--- config.mk ---
export PLATFORM = sky130hd
export DESIGN_NAME = slice_cell
export DESIGN_NICKNAME = d
export VERILOG_FILES = /design/src/rtl/slice_pkg.sv /design/src/rtl/slice_lut.sv /design/src/rtl/slice_selmux.sv /design/src/rtl/slice_carry_stage.sv /design/src/rtl/slice_store.sv /design/src/rtl/slice_cell.sv
export SDC_FILE = /design/constraint.sdc
export NUM_CORES = 1
export LEC_CHECK = 0
export ABC_AREA = 0
export ABC_CLOCK_PERIOD_IN_PS = 1700
export BUFFER_PORTS_ARGS = -buffer_cell sky130_fd_sc_hd__buf_2
export CAP_MARGIN = 40
export CORE_ASPECT_RATIO = 1.4
export CORE_MARGIN = 2
export CORE_UTILIZATION = 31
export DETAILED_ROUTE_END_ITERATION = 16
export HOLD_SLACK_MARGIN = 0.15
export MAX_ROUTING_LAYER = met4
export PLACE_DENSITY = 0.77
export RECOVER_POWER = 25
export SYNTH_ARGS = -nofsm -noshare
export SYNTH_HDL_FRONTEND = slang
export SYNTH_HIERARCHICAL = 1
export SYNTH_SLANG_ARGS = --single-unit
--- constraint.sdc ---
create_clock -name clk -period 1.7 [get_ports clk]
set_clock_uncertainty 0.05 [all_clocks]
set_input_delay 0.085 -clock clk [delete_from_list [all_inputs] [get_ports clk]]
set_output_delay 0.085 -clock clk [all_outputs]
set_load 0.02 [all_outputs]
--- src/rtl/slice_pkg.sv ---
package slice_pkg;

    typedef enum logic [1:0] {
        OUT_LUT = 2'd0,
        OUT_MUX = 2'd1,
        OUT_SUM = 2'd2,
        OUT_ALT = 2'd3
    } out_sel_e;

    typedef enum logic {
        FF_FROM_SIDE = 1'b0,
        FF_FROM_LUT  = 1'b1
    } ff_src_e;

    typedef struct packed {
        logic lut;
        logic mux;
        logic sum;
        logic cout;
    } bit_res_t;

    function automatic logic carry_step(input logic prop, input logic cin, input logic gen);
        return prop ? cin : gen;
    endfunction

    function automatic logic pick_output(input out_sel_e sel, input bit_res_t res);
        logic r;
        case (sel)
            OUT_MUX: r = res.mux;
            OUT_SUM: r = res.sum;
            default: r = res.lut;
        endcase
        return r;
    endfunction

endpackage

--- src/rtl/slice_lut.sv ---
module slice_lut #(
    parameter int LUT_K = 4,
    localparam int MASK_W = 1 << LUT_K
) (
    input  logic [LUT_K-1:0]  lut_addr,
    input  logic [MASK_W-1:0] lut_mask,
    output logic              lut_q
);
    assign lut_q = lut_mask[lut_addr];
endmodule

--- src/rtl/slice_selmux.sv ---
module slice_selmux #(
    parameter int LUT_K = 4,
    localparam int SEL_W = $clog2(LUT_K)
) (
    input  logic [LUT_K-1:0] mux_data,
    input  logic [SEL_W-1:0] mux_sel,
    output logic             mux_q
);
    always_comb begin
        mux_q = 1'b0;
        for (int i = 0; i < LUT_K; i++) begin
            if (mux_sel == SEL_W'(i)) mux_q = mux_data[i];
        end
    end
endmodule

--- src/rtl/slice_carry_stage.sv ---
module slice_carry_stage (
    input  logic prop,
    input  logic cin,
    input  logic gen_a,
    input  logic gen_b,
    input  logic gen_sel,
    output logic sum,
    output logic cout
);
    import slice_pkg::*;
    logic gen;
    assign gen  = gen_sel ? gen_b : gen_a;
    assign sum  = prop ^ cin;
    assign cout = carry_step(prop, cin, gen);
endmodule

--- src/rtl/slice_store.sv ---
module slice_store (
    input  logic clk,
    input  logic rst,
    input  logic ce,
    input  logic d,
    output logic q
);
    always_ff @(posedge clk) begin
        if (rst)     q <= 1'b0;
        else if (ce) q <= d;
    end
endmodule

--- src/rtl/slice_cell.sv ---
module slice_cell #(
    parameter int NUM_BITS = 2,
    parameter int LUT_K    = 4
) (
    input  logic                                  clk,
    input  logic                                  rst,
    input  logic                                  ce,
    input  logic [NUM_BITS-1:0][LUT_K-1:0]        lut_in,
    input  logic [NUM_BITS-1:0]                   side_in,
    input  logic                                  carry_in,
    input  logic [NUM_BITS-1:0][(1<<LUT_K)-1:0]   cfg_mask,
    input  logic [NUM_BITS-1:0][1:0]              cfg_out_sel,
    input  logic [NUM_BITS-1:0]                   cfg_ff_src,
    input  logic [NUM_BITS-1:0]                   cfg_gen_sel,
    input  logic [NUM_BITS-1:0]                   cfg_chain_entry,
    input  logic                                  cfg_mux_mode,
    output logic [NUM_BITS-1:0]                   comb_out,
    output logic [NUM_BITS-1:0]                   reg_out,
    output logic                                  carry_out
);
    import slice_pkg::*;

    localparam int SEL_W = $clog2(LUT_K);

    logic [SEL_W-1:0]    shared_sel;
    logic [NUM_BITS:0]   chain;
    logic [NUM_BITS-1:0] lut_val;

    assign shared_sel = side_in[SEL_W-1:0];
    assign chain[0]   = carry_in;
    assign carry_out  = chain[NUM_BITS];

    for (genvar b = 0; b < NUM_BITS; b++) begin : g_bit
        bit_res_t res;
        logic     cin_b;
        logic     ff_d;
        ff_src_e  src_b;

        slice_lut #(.LUT_K(LUT_K)) lut_i (
            .lut_addr (lut_in[b]),
            .lut_mask (cfg_mask[b]),
            .lut_q    (res.lut)
        );

        slice_selmux #(.LUT_K(LUT_K)) mux_i (
            .mux_data (lut_in[b]),
            .mux_sel  (shared_sel),
            .mux_q    (res.mux)
        );

        assign cin_b = cfg_chain_entry[b] ? side_in[b] : chain[b];

        slice_carry_stage carry_i (
            .prop    (res.lut),
            .cin     (cin_b),
            .gen_a   (lut_in[b][0]),
            .gen_b   (lut_in[b][1]),
            .gen_sel (cfg_gen_sel[b]),
            .sum     (res.sum),
            .cout    (res.cout)
        );

        assign chain[b+1] = res.cout;
        assign lut_val[b] = res.lut;
        assign comb_out[b] = pick_output(out_sel_e'(cfg_out_sel[b]), res);

        assign src_b = ff_src_e'(cfg_ff_src[b]);
        assign ff_d  = (cfg_mux_mode || src_b == FF_FROM_LUT) ? res.lut : side_in[b];

        slice_store store_i (
            .clk (clk),
            .rst (rst),
            .ce  (ce),
            .d   (ff_d),
            .q   (reg_out[b])
        );
    end

endmodule

==> Implementation_results.wiki <==
{| class="wikitable"
! Metric !! Value
|-
| Count of TritonRoute iterations in the first routing pass || 3
|-
| CP startpoint kind || primary input
|-
| ANT nets after route || 0
|-
| Ports || 62
|-
| Wire length of the first global-routing pass || 2.849 mm
|-
| Maximum operating frequency || 487.4 MHz
|-
| Delay-heaviest family, CP || multiplexers
|-
| HPWL Detailed || 1.599 mm
|-
| Number of cells after detailed placement || 137
|-
| Proportion of layout cells with a drive suffix above 1 || 0.6504
|-
| Number of nets in the finished design || 186
|-
| CTS Buffer Depth || 2
|-
| Number of hold-slack violations in the final timing report || 0
|-
| Setup CP Type || primary input to primary output
|-
| Total Die Area || 2266 sq um
|-
| Core Rows || 18
|-
| Critical path endpoint category || primary output
|-
| Post-synthesis simple-gate area fraction || 0.05106
|-
| Final critical-path share of the clock period || 1.207
|-
| Via count of the first global-routing pass || 775
|-
| Clock transition at path regs || 0.03 ns
|-
| Via Count || 715
|-
| Synthesized area per cell || 11.76 sq um
|-
| Headroom to the max-slew limit || 0.7778
|-
| Commonest cells after routing, fill and taps aside || sky130_fd_sc_hd__buf_2, sky130_fd_sc_hd__mux2i_1, sky130_fd_sc_hd__buf_4
|-
| Post-route cell area || 1031 sq um
|-
| Power density cells || 439.4 nW/um^2
|-
| Cell repeated most along the worst path || sky130_fd_sc_hd__mux2i_1
|-
| Overall routing resource usage || 0.1867
|-
| Series of cell instances along the critical path || buf_12 > mux4_2 > mux2i_1 > mux2i_1 > nand2_1 > o21ai_1 > mux2_4 > xor2_1 > a22oi_1 > o21ai_2 > buf_6
|-
| LEAKAGE || 0.5671 nW
|-
| Maximum number of pins on one net before global-route repair || 7
|-
| Setup slack after placement || -0.5127 ns
|-
| Most common cell after layout, fill and taps aside || sky130_fd_sc_hd__buf_2
|-
| Post-Synthesis Net Count || 111
|-
| Number of diodes added for antenna fixing || 0
|-
| Post-Syn Area || 588.1 sq um
|-
| Master of the slowest instance on the critical path || sky130_fd_sc_hd__mux4_2
|-
| Unrepaired setup endpoints after global routing || yes
|-
| Vias per cell || 5.000
|-
| CTS tree || built
|-
| Die extent in y || 55.54 um
|-
| Actual slew at the worst max-slew pin || 0.3241 ns
|-
| TritonCTS Sinks || 2
|-
| Yosys warning total || 6
|-
| Number of flip-flops under the largest register name || 2
|-
| Max VDD drop || 0.3518 mV
|-
| Growth of design area from synthesis to finish || 75.32%
|-
| Post-route insts no fill || 143
|-
| Die width || 40.81 um
|-
| Largest family of logic cells by synthesized area || multiplexers
|-
| Count of mapped cells out of synthesis || 50
|-
| Compound-gate portion of the synthesized area || 0.05957
|-
| Yosys cell types || 14
|-
| Initial antenna violation count || 0
|-
| Global placer's final weighted congestion || 0.8424
|-
| Violation count after the first detailed-route iteration || 5
|-
| Number of remaining DRC errors || 0
|-
| CP max FO || 5
|-
| Delay of the slowest critical-path stage || 0.49 ns
|-
| Worst Setup Slack, final || -0.3515 ns
|-
| Largest Register || g_bit.store_i/q
|-
| Clk_lat worst skew || 0.22 ns
|-
| Sequential cell area fraction in the yosys report || 0.06809
|-
| Violations in the final reports || negative setup slack
|-
| Final wirelength || 1.812 mm
|-
| CP bufs+invs || 2
|-
| H-tree depth reported by CTS || 1
|-
| Clock root buffer || sky130_fd_sc_hd__clkbuf_4
|-
| Critical path data required time || 1.56 ns
|-
| #FFs+latches synth || 2
|-
| Area share of xor/xnor cells in the synthesized design || 0.02979
|-
| Total global routing overflow || 0
|-
| Final setup fails || 3
|-
| IO Port Bufs || 61
|-
| Worst Hold Class || primary input to flop
|-
| Initial Utilization || 0.3305
|-
| Max capacitance violation total || 0
|-
| CORE AREA || 1779 sq um
|-
| Period minus WS final || 2.052 ns
|-
| Multiplexer fraction of the synthesized cell area || 0.6809
|-
| Utilization after layout || 0.5795
|-
| Synthesized-area fraction occupied by adder cells || 0.08511
|-
| Largest registers in the final layout || g_bit.store_i/q: 2 flops
|-
| Post-Place Cell Area || 955.9 sq um
|-
| Inserted Clock Buffers || 3
|-
| Per-cell routed wire length || 12.67 um
|-
| Worst path arrival time || 1.92 ns
|-
| Status || finished, violations left
|-
| Slew Viols, Final || 0
|}
[tightest hold or removal path, delay by kind of cell]
family / cells / cell delay [ns]
buffers and inverters: 1 / 0.12
multiplexers: 2 / 0.22
AND/OR/NAND/NOR: 1 / 0.08
[metrics by stage]
| stage | setup TNS, ns | hold slack (ns) | total power [mW] |
|---|---|---|---|
| after floorplan | -0.1614 | 0.1074 | 0.1981 |
| after global placement | -0.8552 | 0.2072 | 0.3173 |
| after detailed placement | -1.176 | 0.2148 | 0.3269 |
| after CTS | -0.6581 | 0.2644 | 0.4603 |
| after global routing | -0.8548 | 0.2951 | 0.4877 |
| final | -0.6127 | 0.2702 | 0.4530 |
[kinds of logic after synthesis]
family,after synthesis
simple gates,8
mux,24
buf+inv,4
compound gates,6
flops,2
fa+ha+maj,4
xor+xnor,2
[metal layers]
metal  GRT usage  routed length (um)
met5           -                   0
met4      0.1143                  40
met3     0.02811                 111
met2      0.3460                1114
met1      0.1440                 545
[cell usage after synthesis]
| cell | n | area [sq um] |
|---|---|---|
| sky130_fd_sc_hd__o21ai_1 | 2 | 10.01 |
| sky130_fd_sc_hd__mux4_2 | 2 | 45.04 |
| sky130_fd_sc_hd__nor2_1 | 4 | 15.01 |
| sky130_fd_sc_hd__o21ai_0 | 2 | 10.01 |
| sky130_fd_sc_hd__a22oi_1 | 2 | 15.01 |
| sky130_fd_sc_hd__ha_1 | 4 | 50.05 |
| sky130_fd_sc_hd__mux2i_1 | 10 | 100.1 |
| sky130_fd_sc_hd__mux2_2 | 3 | 33.78 |
| sky130_fd_sc_hd__dfxtp_1 | 2 | 40.04 |
| sky130_fd_sc_hd__mux2_1 | 1 | 11.26 |
| sky130_fd_sc_hd__inv_1 | 4 | 15.01 |
| sky130_fd_sc_hd__xor2_1 | 2 | 17.52 |
| sky130_fd_sc_hd__mux4_1 | 8 | 210.2 |
| sky130_fd_sc_hd__nand2_1 | 4 | 15.01 |
[final cells by class]
| class | instances | area [sq um] |
|---|---|---|
| well taps | 20 | 25.02 |
| fillers | 151 | 748.2 |
| multi-input cells | 44 | 525.5 |
| clock buffers | 3 | 22.52 |
| inverters | 4 | 15.01 |
| flip-flops and latches | 2 | 40.04 |
| repair buffers | 70 | 402.9 |
[final timing paths]
| kind | startpoint | end | slack (ns) | cells after the start |
|---|---|---|---|---|
| worst max-delay path | lut_in[0] | comb_out[1] | -0.35 | 11 |
| worst min-delay path | side_in[1] | g_bit[1].store_i/q$_SDFFE_PP0P_ | 0.27 | 4 |
| worst max register to register | g_bit[0].store_i/q$_SDFFE_PP0P_ | g_bit[0].store_i/q$_SDFFE_PP0P_ | 1.06 | 2 |
| worst min register to register | g_bit[0].store_i/q$_SDFFE_PP0P_ | g_bit[0].store_i/q$_SDFFE_PP0P_ | 0.45 | 2 |
[repair_timing]
item | in CTS | in global routing
hold endpoints to repair | 2 | 0
gates resized for setup | 8 | 1
hold buffers | 2 | 0
gates cloned | 0 | 0
pin swaps | 3 | 3
buffers inserted | 1 | 0
endpoints found under the setup margin | 3 | 3
[where the power goes]
| part | internal, mW | switching [mW] |
|---|---|---|
| registers | 0.0519 | 0.00216 |
| logic | 0.175 | 0.120 |
| clock network | 0.0778 | 0.0264 |
(Power assumes the default switching activity.)
